File: config.mk
export PLATFORM = sky130hd
export DESIGN_NAME = dma_cfg_regs
export DESIGN_NICKNAME = d
export VERILOG_FILES = /design/src/rtl/dma_cfg_pkg.sv /design/src/rtl/dma_cfg_ctrl.sv /design/src/rtl/dma_cfg_dpath.sv /design/src/rtl/dma_cfg_regs.sv
export SDC_FILE = /design/constraint.sdc
export NUM_CORES = 2
export LEC_CHECK = 0
export BUFFER_PORTS_ARGS = -buffer_cell sky130_fd_sc_hd__buf_2
export CAP_MARGIN = 5
export CORE_MARGIN = 8
export CORE_UTILIZATION = 55
export DETAILED_ROUTE_END_ITERATION = 8
export GPL_TIMING_DRIVEN = 0
export PLACE_DENSITY = 0.79
export SLEW_MARGIN = 25
export SYNTH_ARGS = -nofsm -noshare
export SYNTH_HDL_FRONTEND = slang
export SYNTH_HIERARCHICAL = 1
export SYNTH_SLANG_ARGS = --single-unit
File: constraint.sdc
create_clock -name clk -period 5 [get_ports clk]
set_clock_uncertainty 0.1 [all_clocks]
set_input_delay 0 -clock clk [delete_from_list [all_inputs] [get_ports clk]]
set_output_delay 0 -clock clk [all_outputs]
set_load 0.1 [all_outputs]
File: src/rtl/dma_cfg_pkg.sv
package dma_cfg_pkg;
  localparam int DATA_W = 32;
  localparam int CH_IDX_W = 3;
  localparam int ST_W = 3;

  typedef enum logic [2:0] {
    SEL_SRC,
    SEL_DST,
    SEL_LEN,
    SEL_RST,
    SEL_MASK,
    SEL_NONE
  } regSel_e;

  typedef struct packed {
    logic rdEn;
    logic wrSrc;
    logic wrDst;
    logic wrLen;
    logic wrRst;
    logic wrMask;
    logic accErr;
    regSel_e sel;
    logic [CH_IDX_W-1:0] ch;
  } cfgStrobe_t;
endpackage

File: src/rtl/dma_cfg_ctrl.sv
module dma_cfg_ctrl
  import dma_cfg_pkg::*;
#(
  parameter int NUM_CH = 8,
  parameter logic [31:0] SEG_BASE = 32'h0000_0000
) (
  input  logic        reqValid,
  input  logic        reqWrite,
  input  logic [31:0] reqAddr,
  output cfgStrobe_t  strobe
);
  localparam int SEG_LSB = 15;
  localparam logic [CH_IDX_W:0] CH_LIM = (CH_IDX_W+1)'(NUM_CH);

  logic inSeg;
  logic chOk;
  logic hit;
  regSel_e sel;

  always_comb begin
    inSeg = (reqAddr[31:SEG_LSB] == SEG_BASE[31:SEG_LSB]);
    chOk  = ({1'b0, reqAddr[14:12]} < CH_LIM);
    hit   = reqValid && inSeg && chOk;
    unique case (reqAddr[4:0])
      5'h00:   sel = SEL_SRC;
      5'h04:   sel = SEL_DST;
      5'h08:   sel = SEL_LEN;
      5'h0C:   sel = SEL_RST;
      5'h10:   sel = SEL_MASK;
      default: sel = SEL_NONE;
    endcase
    strobe.rdEn   = hit && !reqWrite;
    strobe.wrSrc  = hit && reqWrite && (sel == SEL_SRC);
    strobe.wrDst  = hit && reqWrite && (sel == SEL_DST);
    strobe.wrLen  = hit && reqWrite && (sel == SEL_LEN);
    strobe.wrRst  = hit && reqWrite && (sel == SEL_RST);
    strobe.wrMask = hit && reqWrite && (sel == SEL_MASK);
    strobe.accErr = reqValid && !(inSeg && chOk);
    strobe.sel    = sel;
    strobe.ch     = reqAddr[14:12];
  end
endmodule

File: src/rtl/dma_cfg_dpath.sv
module dma_cfg_dpath
  import dma_cfg_pkg::*;
#(
  parameter int NUM_CH = 8
) (
  input  logic                     clk,
  input  logic                     rstN,
  input  logic                     reqValid,
  input  logic [DATA_W-1:0]        reqWdata,
  input  cfgStrobe_t               strobe,
  input  logic [NUM_CH*ST_W-1:0]   chanStatus,
  output logic                     rspValid,
  output logic [DATA_W-1:0]        rspData,
  output logic                     rspErr,
  output logic [NUM_CH*DATA_W-1:0] srcAddr,
  output logic [NUM_CH*DATA_W-1:0] dstAddr,
  output logic [NUM_CH-1:0]        startPulse,
  output logic [DATA_W-1:0]        startLen,
  output logic [NUM_CH-1:0]        chanReset,
  output logic [NUM_CH-1:0]        irqEnable,
  output logic [NUM_CH-1:0]        irqOut
);
  logic [NUM_CH*DATA_W-1:0] maskFlat;
  logic [DATA_W-1:0] rdNext;

  for (genvar g = 0; g < NUM_CH; g++) begin : gChan
    logic [DATA_W-1:0] srcReg, dstReg, maskReg;
    logic doneFlag, prevTerm, termNow, selMe;
    logic [ST_W-1:0] st;

    assign st      = chanStatus[g*ST_W +: ST_W];
    assign termNow = (st == 3'd0) || (st == 3'd1) || (st == 3'd3);
    assign selMe   = (strobe.ch == CH_IDX_W'(g));

    always_ff @(posedge clk) begin
      if (!rstN) begin
        srcReg        <= '0;
        dstReg        <= '0;
        maskReg       <= '0;
        doneFlag      <= 1'b0;
        prevTerm      <= 1'b0;
        startPulse[g] <= 1'b0;
        chanReset[g]  <= 1'b0;
      end else begin
        if (strobe.wrSrc && selMe)  srcReg  <= reqWdata;
        if (strobe.wrDst && selMe)  dstReg  <= reqWdata;
        if (strobe.wrMask && selMe) maskReg <= reqWdata;
        prevTerm      <= termNow;
        startPulse[g] <= strobe.wrLen && selMe;
        chanReset[g]  <= strobe.wrRst && selMe;
        if (strobe.wrRst && selMe)      doneFlag <= 1'b0;
        else if (termNow && !prevTerm)  doneFlag <= 1'b1;
      end
    end

    assign srcAddr[g*DATA_W +: DATA_W]  = srcReg;
    assign dstAddr[g*DATA_W +: DATA_W]  = dstReg;
    assign maskFlat[g*DATA_W +: DATA_W] = maskReg;
    assign irqEnable[g] = (maskReg == '0);
    assign irqOut[g]    = doneFlag && irqEnable[g];
  end

  always_comb begin
    rdNext = '0;
    if (strobe.rdEn) begin
      for (int i = 0; i < NUM_CH; i++) begin
        if (strobe.ch == CH_IDX_W'(i)) begin
          unique case (strobe.sel)
            SEL_SRC:  rdNext = srcAddr[i*DATA_W +: DATA_W];
            SEL_DST:  rdNext = dstAddr[i*DATA_W +: DATA_W];
            SEL_LEN:  rdNext = {{(DATA_W-ST_W){1'b0}}, chanStatus[i*ST_W +: ST_W]};
            SEL_MASK: rdNext = maskFlat[i*DATA_W +: DATA_W];
            default:  rdNext = '0;
          endcase
        end
      end
    end
  end

  always_ff @(posedge clk) begin
    if (!rstN) begin
      rspValid <= 1'b0;
      rspData  <= '0;
      rspErr   <= 1'b0;
      startLen <= '0;
    end else begin
      rspValid <= reqValid;
      rspData  <= rdNext;
      rspErr   <= strobe.accErr;
      if (strobe.wrLen) startLen <= reqWdata;
    end
  end
endmodule

File: src/rtl/dma_cfg_regs.sv
module dma_cfg_regs
  import dma_cfg_pkg::*;
#(
  parameter int NUM_CH = 8,
  parameter logic [31:0] SEG_BASE = 32'h0000_0000
) (
  input  logic                   clk,
  input  logic                   rstN,
  input  logic                   reqValid,
  input  logic                   reqWrite,
  input  logic [31:0]            reqAddr,
  input  logic [31:0]            reqWdata,
  output logic                   rspValid,
  output logic [31:0]            rspData,
  output logic                   rspErr,
  input  logic [NUM_CH*3-1:0]    chanStatus,
  output logic [NUM_CH*32-1:0]   srcAddr,
  output logic [NUM_CH*32-1:0]   dstAddr,
  output logic [NUM_CH-1:0]      startPulse,
  output logic [31:0]            startLen,
  output logic [NUM_CH-1:0]      chanReset,
  output logic [NUM_CH-1:0]      irqEnable,
  output logic [NUM_CH-1:0]      irqOut
);
  cfgStrobe_t strobe;

  dma_cfg_ctrl #(.NUM_CH(NUM_CH), .SEG_BASE(SEG_BASE)) uCtrl (
    .reqValid(reqValid),
    .reqWrite(reqWrite),
    .reqAddr (reqAddr),
    .strobe  (strobe)
  );

  dma_cfg_dpath #(.NUM_CH(NUM_CH)) uDpath (
    .clk       (clk),
    .rstN      (rstN),
    .reqValid  (reqValid),
    .reqWdata  (reqWdata),
    .strobe    (strobe),
    .chanStatus(chanStatus),
    .rspValid  (rspValid),
    .rspData   (rspData),
    .rspErr    (rspErr),
    .srcAddr   (srcAddr),
    .dstAddr   (dstAddr),
    .startPulse(startPulse),
    .startLen  (startLen),
    .chanReset (chanReset),
    .irqEnable (irqEnable),
    .irqOut    (irqOut)
  );
endmodule

==> results.ini <==
[synth]
synth_seq_cells=866
synth_edf_count=0
syn-num-nets=4916
yosysMostFrequentCell=nand2_1
yosysWarningCount=6
yosys.cell_types.count=71
async_reset_ff_share_pct=0
synth_top_area_share_pct=45.4
netlist_top_cells_count=nand2_1 (1,598), dfxtp_1 (866), a21oi_1 (813), clkbuf_1 (295), mux2i_1 (247)
synth.top_cells.by_area=dfxtp_1 (45%), nand2_1 (16%), a21oi_1 (11%)
syn_area_per_cell_um2=7.91
ys.flop_type=dfxtp_1
synth.cell_area_um2=38200
synthCells=4824
yosysTopAreaCell=dfxtp_1
yosysSeqAreaShare_pct=45.4

[final_layout]
drive_above_1_share_pct=19.1
syn2layout_area_growth_pct=22.6
nets=5759

[floorplanning]
die_w_um=279
rows=96
fp.dieH_um=279
dieArea_um2=78100
core-area_um2=68700
ioPinCount=702
start_util_pct=55.6

[global_route]
first_global_vias=40400
antenna_found_initial=20
grt_overflow=0
grt_max_degree=16
grt_pass1_wl_mm=282
grt.total_usage_pct=49.0

[setup_path]
crit_path_end_kind=flip-flop
r2r-end=uDpath/rspData[0]
critPathLaunch=reqAddr[4]
rr_startpoint=uDpath/gChan[5].srcReg[0]
path_class=input port to flip-flop
path_max_fanout=10
critPathRequiredTime_ns=5.49
endpoint=uDpath/rspData[0]
crit_path_start_kind=input port
reg2reg_depth=7
ff2ff_setup_slack_ns=2.04
cp_data_arrival_time_ns=4.88

[clock_network]
ctsHoldBuffers=81
path_clk_slew_ns=0.06
cts_buffers=91
cts_resized=0
cts_max_level=3
post_cts.repair.setup_buffers=0
clock-root-buffer=clkbuf_16
cts_tree=built
cts_sinks=866
clockBufferDepth=3
insertion_delay_ns=0.67

[sta]
finalHoldViolCount=0
grt_setup_unrepaired=false
tns_ns=0
max_freq_mhz=228
post-route-period-util_pct=87.8
slew-limit-headroom_pct=19.1
tightest_slew_ns=1.21
final.min_clock_period_ns=4.39
setup_viol=0
slew_violations=0

[power_and_ir_drop]
power.density_nw_per_um2=328
finalPower_mw=15.3
vdd_drop_max_mv=0.237
leakage_nw=18.8

[placed_design]
place_congestion=1.09
port_buffers=658
dp_hpwl_mm=156

[routing]
drtPass1Iterations=8
drt-initial-drc-count=7231
ant_nets=0
drc=0
vias=43400
vias_per_cell=6.49
routed_wl_mm=203
routedWlPerCell_um=30.3

[flow_run]
maxCapViolations=0

[hold_path]
hold_path_class=input port to flip-flop

[run_status]
status=finished clean

[logic make-up after synthesis]
| kind of cell | synth area share (%) |
|---|---|
| and+or+nand+nor | 19.8 |
| DFF | 45.4 |
| muxes | 7.66 |
| buffers and inverters | 6.65 |
| AOI/OAI and AO/OA | 20.5 |
| adders and majority gates | 0.0295 |
[worst min-delay path by stage]
| stage | from | end | slack, ns | cells after the start |
|---|---|---|---|---|
| 3_3_place_gp | chanStatus[2] | uDpath/gChan[0].prevTerm | 0.1 | 2 |
| 4_1_cts | reqAddr[12] | uDpath/startPulse[0] | 0.01 | 4 |
| 5_1_grt | reqAddr[12] | uDpath/startPulse[0] | 0.03 | 4 |
| 6_report | reqAddr[12] | uDpath/startPulse[0] | 0.05 | 4 |
| 2_1_floorplan | chanStatus[2] | uDpath/gChan[0].prevTerm | -0.03 | 1 |
| 3_5_place_dp | chanStatus[5] | uDpath/gChan[1].prevTerm | 0.1 | 2 |
[stage by stage]
stage	area (µm²)	instances	worst slack [ns]	hold slack (ns)	utilization [%]
after floorplan	38200	4824	2.02	-0.0272	-
after global placement	42600	6413	0.636	0.0959	62.1
after detailed placement	42700	6424	1.26	0.0991	62.2
after CTS	46800	6672	0.841	0.0112	68.1
after global routing	46800	6676	0.562	0.0319	68.1
final	46800	6683	0.612	0.0465	68.1
[cell usage in the layout (no fill, tap or decap), types with 18 or more instances in the layout]
cell	netlist	final
dfxtp_1	866	866
o2bb2ai_1	154	154
clkbuf_16	0	95
dlygate4sd3_1	0	81
and3_1	18	18
o221ai_1	30	30
a22oi_1	62	62
mux2i_1	247	247
and2_1	21	21
clkbuf_8	0	20
o21ai_0	36	36
o311a_1	29	29
buf_2	123	789
nor4_1	64	64
nand4_1	19	19
nor2_1	73	73
inv_1	39	39
a21oi_1	813	813
nand2_1	1598	1598
a221oi_1	61	61
mux2_2	40	40
buf_4	56	59
clkbuf_1	295	304
a211oi_1	47	46
[registers in the layout, indices dropped and copies added, names as in the netlist]
signal / count
uDpath/gChan.doneFlag: 8
uDpath/rspValid: 1
uDpath/chanReset: 8
uDpath/rspData: 32
uDpath/gChan.prevTerm: 8
uDpath/startLen: 32
uDpath/rspErr: 1
uDpath/gChan.srcReg: 256
uDpath/gChan.dstReg: 256
uDpath/startPulse: 8
uDpath/gChan.maskReg: 256
[per-layer routing]
| layer | vias up | global-route usage (%) | wire length (µm) |
|---|---|---|---|
| met3 | 926 | 16.1 | 30100 |
| met2 | 3919 | 72.2 | 84000 |
| met1 | 20300 | 58.8 | 69500 |
| met4 | 22 | 37.7 | 19000 |
| li1 | 18200 | - | - |
| met5 | - | 0 | 152 |
[layout make-up]
type / count / area (µm²)
inverters: 42 / 158
clock buffers: 128 / 2700
plain buffers: 505 / 2390
multi-input cells: 3411 / 18300
flip-flops and latches: 866 / 17300
well taps: 931 / 1160
diodes: 11 / 27.5
repair buffers: 750 / 4170
clock inverters: 39 / 552
fillers: 5827 / 21900
[worst max-delay path, stage by stage]
cell and delay, ns:
dlygate4sd3_1 0.54, buf_2 0.14, nor3_1 0.53, inv_1 0.22
nor2b_1 0.14, buf_2 0.24, buf_2 0.52, buf_2 0.48
a22oi_1 0.25, o21ai_0 0.25, a22oi_1 0.13, dlygate4sd3_1 0.64
a31oi_1 0.20, dlygate4sd3_1 0.60
[power breakdown]
| part | internal [mW] | switching (mW) | total (mW) |
|---|---|---|---|
| clock | 4.40 | 2.98 | 7.38 |
| combinational | 0.236 | 0.806 | 1.04 |
| sequential | 6.91 | 0.00900 | 6.92 |
Power figures use the tool's default switching activity.
